--- src/rtl/ptw_pkg.sv ---
// Shared types and entry field positions for the page table walker.
package ptw_pkg;
    typedef enum logic [2:0] {
        ST_IDLE,
        ST_L1_ISSUE,
        ST_L1_WAIT,
        ST_L2_ISSUE,
        ST_L2_WAIT
    } walk_state_t;

    localparam int PRESENT_BIT = 0;
    localparam int READ_BIT    = 1;
    localparam int WRITE_BIT   = 2;
    localparam int ATTR_LSB    = 3;
    localparam int ATTR_W      = 6;
endpackage

--- src/rtl/ptw_entry_check.sv ---
// Decides whether a fetched table entry lets the walk continue.
// Assumes: permissions only matter on the leaf (second-level) entry.
module ptw_entry_check (
    input  logic present,
    input  logic rd_perm,
    input  logic wr_perm,
    input  logic is_leaf,
    input  logic is_write,
    output logic entry_fault
);
    logic access_ok;

    // Permission match for the leaf; directory entries need only presence.
    always_comb begin
        access_ok   = is_leaf ? (is_write ? wr_perm : rd_perm) : 1'b1;
        entry_fault = !present || !access_ok;
    end
endmodule

--- src/rtl/ptw_fsm.sv ---
// Walk sequencer: one fetch per level, strictly one outstanding.
// Assumes: responses come no earlier than the cycle after the fetch pulse.
module ptw_fsm
    import ptw_pkg::*;
(
    input  logic clk,
    input  logic rst_n,
    input  logic req_valid,
    input  logic rsp_valid,
    input  logic rsp_err,
    input  logic entry_fault,
    output logic req_ready,
    output logic mem_req_valid,
    output logic l2_issue,
    output logic is_leaf,
    output logic take_l1,
    output logic finish,
    output logic finish_fault,
    output logic finish_bus
);
    walk_state_t state, state_nx;
    logic in_wait, rsp_here;

    // Decode of the current state into control strobes.
    always_comb begin
        in_wait       = (state == ST_L1_WAIT) || (state == ST_L2_WAIT);
        rsp_here      = in_wait && rsp_valid;
        req_ready     = (state == ST_IDLE);
        mem_req_valid = (state == ST_L1_ISSUE) || (state == ST_L2_ISSUE);
        l2_issue      = (state == ST_L2_ISSUE);
        is_leaf       = (state == ST_L2_WAIT);
        finish_bus    = rsp_here && rsp_err;
        finish_fault  = rsp_here && !rsp_err && entry_fault;
        take_l1       = rsp_here && !rsp_err && !entry_fault && !is_leaf;
        finish        = rsp_here && (rsp_err || entry_fault || is_leaf);
    end

    // Next-state selection.
    always_comb begin
        state_nx = state;
        case (state)
            ST_IDLE:     if (req_valid) state_nx = ST_L1_ISSUE;
            ST_L1_ISSUE: state_nx = ST_L1_WAIT;
            ST_L1_WAIT:  if (rsp_valid) state_nx = take_l1 ? ST_L2_ISSUE : ST_IDLE;
            ST_L2_ISSUE: state_nx = ST_L2_WAIT;
            ST_L2_WAIT:  if (rsp_valid) state_nx = ST_IDLE;
            default:     state_nx = ST_IDLE;
        endcase
    end

    // State register.
    always_ff @(posedge clk) begin
        if (!rst_n) state <= ST_IDLE;
        else        state <= state_nx;
    end
endmodule

--- src/rtl/ptw_fault_capture.sv ---
// Holds the address, direction and requester of the most recent page fault.
// Assumes: capture is a single-cycle strobe at walk end.
module ptw_fault_capture #(
    parameter int VA_W = 32,
    parameter int ID_W = 5
) (
    input  logic            clk,
    input  logic            rst_n,
    input  logic            capture,
    input  logic [VA_W-1:0] va,
    input  logic            is_write,
    input  logic [ID_W-1:0] id,
    output logic [VA_W-1:0] flt_va,
    output logic            flt_write,
    output logic [ID_W-1:0] flt_id
);
    // Latch fault context; hold otherwise.
    always_ff @(posedge clk) begin
        if (!rst_n) begin
            flt_va    <= '0;
            flt_write <= 1'b0;
            flt_id    <= '0;
        end else if (capture) begin
            flt_va    <= va;
            flt_write <= is_write;
            flt_id    <= id;
        end
    end
endmodule

--- src/rtl/ptw_walker.sv ---
// Two-level page table walker top. Captures a request, fetches the directory
// entry and the leaf entry, and reports translation, page fault or bus error.
// Assumes: entries are 4 bytes wide and tables are indexed by VA slices.
module ptw_walker
    import ptw_pkg::*;
#(
    parameter int IDX_W = 10,
    parameter int OFF_W = 12,
    parameter int ID_W  = 5,
    localparam int VA_W = 2 * IDX_W + OFF_W
) (
    input  logic              clk,
    input  logic              rst_n,
    input  logic              req_valid,
    output logic              req_ready,
    input  logic [VA_W-1:0]   req_va,
    input  logic              req_write,
    input  logic [ID_W-1:0]   req_id,
    input  logic [VA_W-1:0]   dir_base,
    output logic              mem_req_valid,
    output logic [VA_W-1:0]   mem_req_addr,
    input  logic              mem_rsp_valid,
    input  logic [VA_W-1:0]   mem_rsp_data,
    input  logic              mem_rsp_err,
    output logic              done_valid,
    output logic [VA_W-1:0]   done_pa,
    output logic [ATTR_W-1:0] done_attr,
    output logic              done_fault,
    output logic              done_bus_err,
    output logic [VA_W-1:0]   flt_va,
    output logic              flt_write,
    output logic [ID_W-1:0]   flt_id
);
    localparam int L2_LSB = OFF_W;
    localparam int L1_LSB = OFF_W + IDX_W;

    logic [VA_W-1:0]  va_q, base_q;
    logic             wr_q;
    logic [ID_W-1:0]  id_q;
    logic [IDX_W-1:0] idx_sel;
    logic l2_issue, is_leaf, take_l1, finish, finish_fault, finish_bus;
    logic entry_fault, finish_ok;

    ptw_fsm u_fsm (
        .clk          (clk),
        .rst_n        (rst_n),
        .req_valid    (req_valid),
        .rsp_valid    (mem_rsp_valid),
        .rsp_err      (mem_rsp_err),
        .entry_fault  (entry_fault),
        .req_ready    (req_ready),
        .mem_req_valid(mem_req_valid),
        .l2_issue     (l2_issue),
        .is_leaf      (is_leaf),
        .take_l1      (take_l1),
        .finish       (finish),
        .finish_fault (finish_fault),
        .finish_bus   (finish_bus)
    );

    ptw_entry_check u_check (
        .present    (mem_rsp_data[PRESENT_BIT]),
        .rd_perm    (mem_rsp_data[READ_BIT]),
        .wr_perm    (mem_rsp_data[WRITE_BIT]),
        .is_leaf    (is_leaf),
        .is_write   (wr_q),
        .entry_fault(entry_fault)
    );

    ptw_fault_capture #(.VA_W(VA_W), .ID_W(ID_W)) u_fault (
        .clk      (clk),
        .rst_n    (rst_n),
        .capture  (finish_fault),
        .va       (va_q),
        .is_write (wr_q),
        .id       (id_q),
        .flt_va   (flt_va),
        .flt_write(flt_write),
        .flt_id   (flt_id)
    );

    // Fetch address: current table base plus entry index times four.
    always_comb begin
        idx_sel      = l2_issue ? va_q[L2_LSB +: IDX_W] : va_q[L1_LSB +: IDX_W];
        mem_req_addr = base_q + (VA_W'(idx_sel) << 2);
        finish_ok    = finish && !finish_fault && !finish_bus;
    end

    // Request context and table base; base switches to the level-two table.
    always_ff @(posedge clk) begin
        if (!rst_n) begin
            va_q   <= '0;
            wr_q   <= 1'b0;
            id_q   <= '0;
            base_q <= '0;
        end else if (req_valid && req_ready) begin
            va_q   <= req_va;
            wr_q   <= req_write;
            id_q   <= req_id;
            base_q <= dir_base;
        end else if (take_l1) begin
            base_q <= mem_rsp_data & ~VA_W'(1);
        end
    end

    // Walk result registers with a one-cycle completion pulse.
    always_ff @(posedge clk) begin
        if (!rst_n) begin
            done_valid   <= 1'b0;
            done_pa      <= '0;
            done_attr    <= '0;
            done_fault   <= 1'b0;
            done_bus_err <= 1'b0;
        end else begin
            done_valid <= finish;
            if (finish) begin
                done_fault   <= finish_fault;
                done_bus_err <= finish_bus;
                done_pa      <= finish_ok ? {mem_rsp_data[VA_W-1:OFF_W], va_q[OFF_W-1:0]} : '0;
                done_attr    <= finish_ok ? mem_rsp_data[ATTR_LSB +: ATTR_W] : '0;
            end
        end
    end
endmodule

--- config.mk ---
export PLATFORM = sky130hd
export DESIGN_NAME = ptw_walker
export DESIGN_NICKNAME = d
export VERILOG_FILES = /design/src/rtl/ptw_pkg.sv /design/src/rtl/ptw_entry_check.sv /design/src/rtl/ptw_fsm.sv /design/src/rtl/ptw_fault_capture.sv /design/src/rtl/ptw_walker.sv
export SDC_FILE = /design/constraint.sdc
export NUM_CORES = 1
export LEC_CHECK = 0
export CORE_MARGIN = 1.5
export CORE_UTILIZATION = 30
export DETAILED_ROUTE_END_ITERATION = 6
export SKIP_LAST_GASP = 1
export SLEW_MARGIN = 40
export SYNTH_ARGS = -nofsm -noshare
export SYNTH_HDL_FRONTEND = slang
export SYNTH_SLANG_ARGS = --single-unit
--- constraint.sdc ---
create_clock -name clk -period 4.6 [get_ports clk]
set_input_delay 0.46 -clock clk [delete_from_list [all_inputs] [get_ports clk]]
set_output_delay 0.46 -clock clk [all_outputs]
set_load 0.02 [all_outputs]
==> results <==
- The maximum achievable frequency is 231 MHz.
- The number of buffers between clock root and the deepest sink is 2.
- Clock skew on the completed layout was measured at 7.57 ps.
- The largest area contributor in the synthesized netlist is sky130_fd_sc_hd__dfxtp_1.
- The finished cells cover 9560 um^2.
- In this run the tightest slew margin relative to its limit is 46.3%.
- The placement-stage cell area is 8870 um^2.
- The total via count after detailed routing is 6244.
- The H-tree level count is 4.
- The worst setup path is launched from a flip-flop.
- Row generation in the floorplan step produced 53 rows.
- The final-report max-slew violation count was 0.
- The count of nets left with antenna violations after detail routing is 0.
- The total of buffers placed on input and output ports is 219.
- The share of async-settable or async-resettable flops after synthesis is 0%.
- Once layout is complete, the utilization of the core stands at 45.3%.
- The initial antenna violation count is 1.
- The number of buffers and inverters on the critical path is 1.
- The effective utilization at floorplan is 30.7%.
- Of the cells placed in the final design, the portion with a size suffix greater than 1 is 7.91%.
- The chip height is 150 um.
- The setup slack after placement is 187 ps.
- The number of iterations in the first detailed-routing pass is 5.
- The total of max-cap violations is 0.
- Buffers inserted during clock tree synthesis total 17.
- Counting every instance in the synthesized netlist gives 793.
- The core outline area is 21100 um^2.
- The die outline width is 150 um.
- The via count of the first global-routing pass is 5757.
- STA classifies the critical path endpoint as an output port.
- The post-synth net total is 911.
- After detailed routing, the total wire length is 21500 um.
- Setup repair after global routing left no endpoint under its margin.
- Global routing used 18.7% of the available tracks across all layers.
- The proportion of netlist area held by the largest area contributor is 46.9%.
- The analysis attributes to net switching a power of 944 uW.
- The commonest register cell after synthesis is sky130_fd_sc_hd__dfxtp_1.
- The die outline area is 22500 um^2.
- The weighted congestion reported at the end of routability-driven placement is 0.837.
- The share of power burned in the clock network is 41.3%.
- The critical path is of the reg2out type.
- The first global-routing pass estimated 32300 um of wire.
- The HPWL after detailed placement is 14700 um.
- Setup violations remaining at the end of the flow were counted as 0.
- The clock reaches the later pin of the worst-skew pair after 420 ps.
- Combinational cells account for 16.0% of the total power.
- The fill cell total of the finished layout is 2122.
- In the final timing run, aggregate negative setup slack is 0 ps.
- The post-detailed-route wirelength per cell is 16.9 um.
- The clock root buffer master is sky130_fd_sc_hd__clkbuf_16.
- The average vias per placed instance is 4.89.
- The critical path's slowest cell is sky130_fd_sc_hd__clkdlybuf4s50_1.
- For the finished layout, the period the worst path requires is 4330 ps.
- The average instance area after synthesis is 8.18 um^2.
- TritonCTS built the clock tree.
- For this design the ratio of total power to cell area is 350 nW/um^2.
- The largest single stage delay on the critical path is 610 ps.
- The hold violation count in the final report is 0.
- The sequential-to-total area share from yosys stat is 46.9%.
- Internal power comes to 2.40 mW.
- The number of DRC markers in iteration 0 is 351.
- The number of enable flip-flop cells after synthesis is 0.
- The mapped cell area is 6480 um^2.
- The pin count of the biggest net entering global routing is 114.
- Relative to the synthesized area, the layout overhead comes to 47.4%.
- The clock drives 152 sinks.
- The tightest hold path in the finished design has a slack of 453 ps.
- At the worst endpoint, the required time is 4140 ps.
- In the layout the commonest cells are sky130_fd_sc_hd__nand2_1, sky130_fd_sc_hd__clkdlybuf4s50_1, sky130_fd_sc_hd__dfxtp_1.
- The smallest setup slack after layout is 266 ps.
- The clock edge transition at the registers on the reported setup and hold paths is 70 ps.
- Grouping stages by cell kind, the critical path spends the most delay in compound AO/OA/AOI/OAI gates.
- The final critical-path share of the clock period is 94.2%.
- The total I/O pin count is 220.
- The number of warning messages in the yosys log is 0.
- The flip-flop and latch count after synthesis is 152.
- Along the worst path, the maximum fanout reaches 10.
- The proportion of total power due to net switching is 28.2%.
- The sum of overflow across all layers after global routing is 0.
- The library cell used most frequently in the layout, excluding fill and tap cells, is sky130_fd_sc_hd__nand2_1.
- Ranked by total cell area, the synthesized netlist is headed by sky130_fd_sc_hd__dfxtp_1, sky130_fd_sc_hd__nand2_1, sky130_fd_sc_hd__a21oi_1.
- The worst vdd rail ir drop is 0.242 mV.
- Summed over all cells, the static leakage comes to 3.64 nW.
- Walking the worst path, the cells encountered are nor2b_2 -> nand2_2 -> mux2_2 -> ha_1 -> fa_1 -> a211oi_1 -> o21ai_1 -> a211oi_2 -> o31ai_4 -> nand3_1 -> xnor2_1 -> clkdlybuf4s50_1.
- The path class of the lowest-slack min-delay path is reg2reg.
- The number of different library cells used by synthesis comes to 43.
- For the pin with the worst max-slew slack, the measured transition is 803 ps.
- At the worst endpoint, the arrival time is 3870 ps.
- In the final design database the tool counted 1104 nets.
- In the routed design, unresolved DRC markers number 0.
- The run finished with clean final reports.
- The portion of total power attributed to sequential cells is 42.7%.
-- area by class of cell --
class | count | area [um^2] | area share, %
Inverter | 7 | 28.8 | 0.301
Clock buffer | 19 | 443 | 4.63
Clock inverter | 13 | 134 | 1.40
Multi-Input combinational cell | 574 | 3200 | 33.5
Sequential cell | 152 | 3050 | 31.9
Tap cell | 275 | 344 | 3.60
Timing Repair Buffer | 234 | 2360 | 24.7
Antenna cell | 2 | 5.00 | 0.0524
-- per-stage QoR --
step,cells,power [mW]
2_1_floorplan,793,1.73
3_3_place_gp,1236,1.99
3_5_place_dp,1236,1.99
4_1_cts,1268,3.38
5_1_grt,1275,3.50
6_report,1276,3.35
-- per-layer routing --
metal  global-route usage, %  part of all wire (%)  wire length, um
met1                    24.7                    45             9600
met2                    29.2                    47            10100
met3                    4.85                   6.4             1380
met4                    6.52                   2.0              432
met5                       0                     0                0
-- tightest hold or removal path: cells and delay by family, from the launching register on --
family / cells / cell delay, ps
DFF: 1 / 310
and+or+nand+nor: 1 / 50
AOI/OAI and AO/OA: 1 / 50
-- synthesized netlist by cell type (2+ instances only) --
cell type / instances
sky130_fd_sc_hd__buf_6: 3
sky130_fd_sc_hd__a22oi_1: 39
sky130_fd_sc_hd__nor2_1: 79
sky130_fd_sc_hd__nand4_1: 2
sky130_fd_sc_hd__clkbuf_1: 42
sky130_fd_sc_hd__buf_2: 8
sky130_fd_sc_hd__ha_1: 10
sky130_fd_sc_hd__a311oi_1: 24
sky130_fd_sc_hd__mux2_2: 10
sky130_fd_sc_hd__inv_1: 6
sky130_fd_sc_hd__o2111ai_1: 2
sky130_fd_sc_hd__nand2_1: 224
sky130_fd_sc_hd__o31ai_4: 2
sky130_fd_sc_hd__o21ai_0: 8
sky130_fd_sc_hd__nor2b_1: 2
sky130_fd_sc_hd__a311oi_2: 7
sky130_fd_sc_hd__and3_1: 8
sky130_fd_sc_hd__o211ai_1: 4
sky130_fd_sc_hd__nor3_1: 4
sky130_fd_sc_hd__dfxtp_1: 152
sky130_fd_sc_hd__xnor2_1: 22
sky130_fd_sc_hd__a211oi_1: 4
sky130_fd_sc_hd__xor2_1: 7
sky130_fd_sc_hd__and2_1: 5
sky130_fd_sc_hd__a21o_1: 3
sky130_fd_sc_hd__buf_4: 6
sky130_fd_sc_hd__a21oi_1: 86
sky130_fd_sc_hd__nand3_1: 9
-- cells by family (layout without fill, tap and decap cells) --
kind of cell | count (synthesis) | count (layout) | share of synthesized area, %
compound gates | 186 | 187 | 19.6
flops | 152 | 152 | 46.9
xor+xnor | 29 | 29 | 3.92
fa+ha+maj | 11 | 11 | 2.24
mux | 11 | 11 | 1.89
buf+inv | 68 | 273 | 4.80
simple gates | 336 | 336 | 20.6
other cells | 0 | 2 | 0
-- worst paths after layout --
path / slack, ps / startpoint / depth (start not counted) / end
worst max-delay path: 270 / u_fsm.state[0]$_SDFFE_PN0P_ / 12 / mem_req_addr[20]
worst min register to register: 450 / u_fault.flt_va[19]$_SDFFE_PN0P_ / 2 / u_fault.flt_va[19]$_SDFFE_PN0P_
worst min-delay path: 450 / u_fault.flt_va[19]$_SDFFE_PN0P_ / 2 / u_fault.flt_va[19]$_SDFFE_PN0P_
worst max register to register: 2300 / u_fsm.state[1]$_SDFFE_PN0P_ / 7 / u_fault.flt_id[1]$_SDFFE_PN0P_
-- flip-flops by register name, summed over array words and instances (netlist names) --
register,cells
id_q,5
done_bus_err,1
u_fault.flt_va,32
u_fault.flt_write,1
done_attr,6
done_fault,1
u_fault.flt_id,5
done_valid,1
done_pa,32
base_q,32
wr_q,1
va_q,32
u_fsm.state,3
-- power groups by stage --
stage / registers [mW] / logic (mW) / clock network, mW
finish: 1.43 / 0.537 / 1.38
global route: 1.44 / 0.586 / 1.48
CTS: 1.43 / 0.537 / 1.41
detailed placement: 1.46 / 0.536 / 0
global placement: 1.46 / 0.532 / 0
floorplan: 1.44 / 0.299 / 0
-- what timing repair did --
action / 4_1_cts / 5_1_grt
pin swaps: 0 / 2
hold buffers: 0 / 0
resized for setup: 3 / 19
cloned: 0 / 1
setup endpoints to repair: 21 / 21
setup buffers: 0 / 4
Power figures use the tool's default switching activity.
